$ cat config.mk
export PLATFORM = sky130hd
export DESIGN_NAME = uart_irq_hub
export DESIGN_NICKNAME = d
export VERILOG_FILES = /design/src/rtl/uart_irq_pkg.sv /design/src/rtl/irq_status_gather.sv /design/src/rtl/irq_mask_reg.sv /design/src/rtl/irq_req_fsm.sv /design/src/rtl/uart_irq_hub.sv
export SDC_FILE = /design/constraint.sdc
export NUM_CORES = 1
export LEC_CHECK = 0
export BUFFER_PORTS_ARGS = -buffer_cell sky130_fd_sc_hd__buf_4
export CAP_MARGIN = 10
export CELL_PAD_IN_SITES_DETAIL_PLACEMENT = 0
export CELL_PAD_IN_SITES_GLOBAL_PLACEMENT = 1
export CORE_MARGIN = 2
export CORE_UTILIZATION = 21
export CTS_BUF_LIST = sky130_fd_sc_hd__clkbuf_8
export DETAILED_ROUTE_END_ITERATION = 8
export PLACE_DENSITY_LB_ADDON = 0.1
export SLEW_MARGIN = 20
export SYNTH_ARGS = -nofsm -noshare
export SYNTH_HDL_FRONTEND = slang
export SYNTH_SLANG_ARGS = --single-unit
$ cat constraint.sdc
create_clock -name clk -period 0.8 [get_ports clk]
set_input_delay 0.04 -clock clk [delete_from_list [all_inputs] [get_ports clk]]
set_output_delay 0.04 -clock clk [all_outputs]
set_load 0.005 [all_outputs]
$ cat src/rtl/uart_irq_pkg.sv
package uart_irq_pkg;
    localparam int NUM_CH  = 2;
    localparam int NIB_W   = 4;
    localparam int STAT_W  = NUM_CH * NIB_W;
    localparam int TX_OFS  = 0;
    localparam int RX_OFS  = 1;

    typedef enum logic {
        REQ_IDLE   = 1'b0,
        REQ_ACTIVE = 1'b1
    } req_state_t;
endpackage

$ cat src/rtl/irq_status_gather.sv
module irq_status_gather
    import uart_irq_pkg::*;
(
    input  logic [NUM_CH-1:0] tx_ready,
    input  logic [NUM_CH-1:0] rx_ready,
    output logic [STAT_W-1:0] status
);
    // Build one nibble per channel; the upper two bits of each nibble are tied low.
    for (genvar ch = 0; ch < NUM_CH; ch++) begin : g_nib
        assign status[ch*NIB_W + TX_OFS] = tx_ready[ch];
        assign status[ch*NIB_W + RX_OFS] = rx_ready[ch];
        for (genvar b = 2; b < NIB_W; b++) begin : g_pad
            assign status[ch*NIB_W + b] = 1'b0;
        end
    end
endmodule

$ cat src/rtl/irq_mask_reg.sv
module irq_mask_reg
    import uart_irq_pkg::*;
#(
    parameter int          ADDR_W   = 4,
    parameter logic [3:0]  IRQ_ADDR = 4'h5
) (
    input  logic              clk,
    input  logic              rst_n,
    input  logic [ADDR_W-1:0] bus_addr,
    input  logic              bus_wr,
    input  logic [STAT_W-1:0] bus_wdata,
    output logic [STAT_W-1:0] mask_q
);
    logic hit_wr;
    assign hit_wr = bus_wr && (bus_addr == ADDR_W'(IRQ_ADDR));

    always_ff @(posedge clk or negedge rst_n) begin
        if (!rst_n)       mask_q <= '0;
        else if (hit_wr)  mask_q <= bus_wdata;
    end

    AST_MASK_LOAD: assert property (@(posedge clk) disable iff (!rst_n)
        hit_wr |=> (mask_q == $past(bus_wdata)));
    AST_MASK_HOLD: assert property (@(posedge clk) disable iff (!rst_n)
        (bus_wr && bus_addr != ADDR_W'(IRQ_ADDR)) |=> $stable(mask_q));
endmodule

$ cat src/rtl/irq_req_fsm.sv
module irq_req_fsm
    import uart_irq_pkg::*;
(
    input  logic              clk,
    input  logic              rst_n,
    input  logic [STAT_W-1:0] status,
    input  logic [STAT_W-1:0] mask_q,
    output logic              irq_n
);
    req_state_t state_q, state_d;
    logic       pending;

    assign pending = |(status & mask_q);

    always_comb begin
        state_d = state_q;
        unique case (state_q)
            REQ_IDLE:   if (pending)  state_d = REQ_ACTIVE;  // IDLE_TO_ACTIVE
            REQ_ACTIVE: if (!pending) state_d = REQ_IDLE;    // ACTIVE_TO_IDLE
            default:                  state_d = REQ_IDLE;
        endcase
    end

    always_ff @(posedge clk or negedge rst_n) begin
        if (!rst_n) state_q <= REQ_IDLE;
        else        state_q <= state_d;
    end

    always_comb begin
        unique case (state_q)
            REQ_ACTIVE: irq_n = 1'b0;
            default:    irq_n = 1'b1;
        endcase
    end

    AST_REQ_ASSERT: assert property (@(posedge clk) disable iff (!rst_n)
        (|(status & mask_q)) |=> !irq_n);
    AST_REQ_RELEASE: assert property (@(posedge clk) disable iff (!rst_n)
        !(|(status & mask_q)) |=> irq_n);
    AST_ZERO_MASK_QUIET: assert property (@(posedge clk) disable iff (!rst_n)
        (mask_q == '0) |=> irq_n);
endmodule

$ cat src/rtl/uart_irq_hub.sv
module uart_irq_hub
    import uart_irq_pkg::*;
#(
    parameter int         ADDR_W   = 4,
    parameter logic [3:0] IRQ_ADDR = 4'h5
) (
    input  logic              clk,
    input  logic              rst_n,
    input  logic [1:0]        tx_ready,
    input  logic [1:0]        rx_ready,
    input  logic [ADDR_W-1:0] bus_addr,
    input  logic              bus_wr,
    input  logic              bus_rd,
    input  logic [7:0]        bus_wdata,
    output logic [7:0]        bus_rdata,
    output logic              irq_n
);
    logic [STAT_W-1:0] status;
    logic [STAT_W-1:0] mask_q;
    logic              hit_rd;

    irq_status_gather u_gather (
        .tx_ready (tx_ready),
        .rx_ready (rx_ready),
        .status   (status)
    );

    irq_mask_reg #(.ADDR_W(ADDR_W), .IRQ_ADDR(IRQ_ADDR)) u_mask (
        .clk       (clk),
        .rst_n     (rst_n),
        .bus_addr  (bus_addr),
        .bus_wr    (bus_wr),
        .bus_wdata (bus_wdata),
        .mask_q    (mask_q)
    );

    irq_req_fsm u_fsm (
        .clk    (clk),
        .rst_n  (rst_n),
        .status (status),
        .mask_q (mask_q),
        .irq_n  (irq_n)
    );

    assign hit_rd    = bus_rd && (bus_addr == ADDR_W'(IRQ_ADDR));
    assign bus_rdata = hit_rd ? status : '0;

    AST_UNUSED_ZERO: assert property (@(posedge clk) disable iff (!rst_n)
        (bus_rdata[3:2] == 2'b00) && (bus_rdata[7:6] == 2'b00));
    AST_RAW_READ: assert property (@(posedge clk) disable iff (!rst_n)
        hit_rd |-> (bus_rdata[0] == tx_ready[0]) && (bus_rdata[1] == rx_ready[0])
               && (bus_rdata[4] == tx_ready[1]) && (bus_rdata[5] == rx_ready[1]));
    AST_MISS_READ_ZERO: assert property (@(posedge clk) disable iff (!rst_n)
        !hit_rd |-> (bus_rdata == 8'h00));
endmodule

==> out/results.ini <==
[clock_tree]
cts_tree=built
cts_buffer_depth=2
numCtsBuffers=3
clk_pin_slew_ns=0.03
root_buffer=clkbuf_8
clk_latency_ns=0.22
numClockSinks=5
htreeDepth=1

[yosys]
synth_top_family_by_area=multiplexers
synth_top_area_cell=dfrtp_1
syn-cell-area_sq_um=290
yosys.area_share.simple_pct=18.1
synth_cells=24
ys_seq_area_share_pct=43.1
synth-main-ff-cell=dfrtp_1
ys_ff_latch=5
netlist-cell-type-count=10
synthXorXnorAreaFrac_pct=0
synth_top_area_share_pct=43.1
synth_compound_area_share_pct=5.17
synth_adder_area_share_pct=0
async_flop_share_pct=100
synth-edff-count=0
postSynthAreaPerCell_sq_um=12.1
yosysWarningCount=0
synth_most_common_cell=dfrtp_1
synthTopCellsByArea=dfrtp_1 43%, mux2_4 21%, buf_4 10%, and3_1 8.6%, a22oi_1 5.2%
synth_common_cells=5 x dfrtp_1, 4 x and3_1, 4 x buf_4, 4 x mux2_4, 2 x a22oi_1
synth_mux_area_share_pct=20.7

[critical_path]
path_max_fanout=4
worstSetupEndpointType=output pin
rrSetupSlack_ns=0.05
r2r_cells=2
crit_arrival_ns=0.79
timing.rr.end=u_fsm.state_q$_DFF_PN0_
crit_required_ns=0.76
worstSetupPathType=primary input to output pin
rr_startpoint=u_mask.mask_q[0]$_DFFE_PN0P_
startpoint_type=primary input

[die]
rows=13
die_area_sq_um=1700
fp.dieH_um=41.2
die_w_um=41.2
start_util_pct=22.3
core_sq_um=1300
ios=29

[place]
numPortBuffers=20
hpwl_um=562
placed_area_sq_um=448
routabilityCongestion=0.664

[route]
num_vias=272
drt_wl_total_um=685
wl_per_cell_um=10.5
ant_nets=0
dr.pass1.iters=2
vias_per_cell=4.18
remaining_drc_errors=0
drt-initial-drc-count=1

[timing]
hold_viol_final=0
fin_ws_ns=-0.0262
rsz0062_at_grt=yes
hold_slack_ns=0.0497
finalSetupViolations=8
max_freq_ghz=1.21
fin_skew_ns=0.000587
slew_viol_final=0
period_needed_ns=0.826
finalCritPeriodShare_pct=103

[layout]
fillCellCount=136
nets=71
drive_gt1_share_pct=70.0
final_area_sq_um=557
diodes=0
syn_to_final_growth_pct=91.8
final_util_pct=42.8

[power_and_ir_drop]
leakagePower_nw=0.301
p_total_mw=1.02
powerDensity_nw_per_um2=1830
vdd_ir_drop_max_mv=0.856

[grt]
gr-total-overflow=0
antenna_found_initial=0
grt_max_degree=6
track_usage_pct=10.4
grt_pass1_wl_um=1040
grt_pass1_vias=277

[min_path]
min_delay_worst_endpoint=u_mask.mask_q[4]$_DFFE_PN0P_
hp-start=bus_wdata[4]
hold_depth=2
min_path_type=primary input to flop

[status]
failed_checks=negative setup slack
outcome=finished with violations

[run]
maxCapViolations=0

## repair_timing
item | 4_1_cts | 5_1_grt
pin swaps | 4 | 2
endpoints found under the hold margin | 5 | 0
setup endpoints to repair | 4 | 8
hold buffers | 1 | 0
setup buffers | 1 | 0
gates resized for setup | 9 | 2
## stage by stage
step / worst slack [ns] / cells / setup TNS (ns)
after floorplan: -0.0666 / 27 / -0.266
after global placement: -0.173 / 59 / -1.02
after detailed placement: -0.181 / 59 / -1.10
after CTS: -0.0334 / 65 / -0.146
after global routing: -0.0660 / 65 / -0.400
final: -0.0262 / 65 / -0.105
## layout make-up
class / instances / area [sq um] / area share [%]
clock buffers: 3 / 41.3 / 7.42
clock inverters: 1 / 3.75 / 0.674
inverters: 1 / 3.75 / 0.674
multi-input cells: 17 / 163 / 29.2
flip-flops and latches: 5 / 125 / 22.5
well taps: 15 / 18.8 / 3.37
repair buffers: 23 / 201 / 36.2
## registers in the layout, indices dropped and copies added, names as in the netlist
| name | flops |
|---|---|
| u_fsm.state_q | 1 |
| u_mask.mask_q | 4 |
## report_power, final
group | total, mW | switching, mW | internal, mW
sequential | 0.346 | 0.0301 | 0.316
clock | 0.453 | 0.124 | 0.329
combinational | 0.219 | 0.0622 | 0.157
## routing by layer
layer,routed length [um],global-route usage [%],vias up,share of wire [%]
met5,0,0,-,0
met4,27,12.1,0,3.9
met3,81,4.89,3,12
met2,325,16.8,22,47
met1,250,8.52,120,36
li1,-,-,127,-
## worst max-delay path, cell delays in order
cell and delay (ns):
buf_6 0.09, and4bb_2 0.30, buf_6 0.11, and3_4 0.16, buf_6 0.08
## layout by cell type, fill, tap and decap left out
cell type / netlist / final
a22oi_1: 2 / 2
and3_4: 0 / 4
and4bb_2: 1 / 1
buf_4: 4 / 15
buf_6: 0 / 7
clkbuf_8: 0 / 3
conb_1: 1 / 4
dfrtp_1: 5 / 5
dlygate4sd3_1: 0 / 1
inv_1: 1 / 2
mux2_4: 4 / 4
nand2_1: 1 / 1
nand2_4: 1 / 1
## kinds of logic (layout without fill, tap and decap cells)
logic type / Yosys count / in the layout
AO/OA/AOI/OAI: 2 / 2
buffers and inverters: 5 / 28
flip-flops: 5 / 5
multiplexers: 4 / 4
other: 1 / 4
AND/OR/NAND/NOR: 7 / 7
## how the worst max path moves through the flow
stage / cells after the start / to / slack, ns / start
3_3_place_gp: 4 / u_mask.mask_q[4]$_DFFE_PN0P_ / -0.17 / bus_addr[3]
4_1_cts: 5 / bus_rdata[1] / -0.03 / bus_addr[1]
3_5_place_dp: 4 / u_mask.mask_q[5]$_DFFE_PN0P_ / -0.18 / bus_addr[3]
6_report: 5 / bus_rdata[5] / -0.03 / bus_addr[3]
5_1_grt: 5 / bus_rdata[1] / -0.07 / bus_addr[3]
2_1_floorplan: 3 / u_mask.mask_q[0]$_DFFE_PN0P_ / -0.07 / bus_addr[3]
No activity file was read; power rests on OpenSTA's default activity.
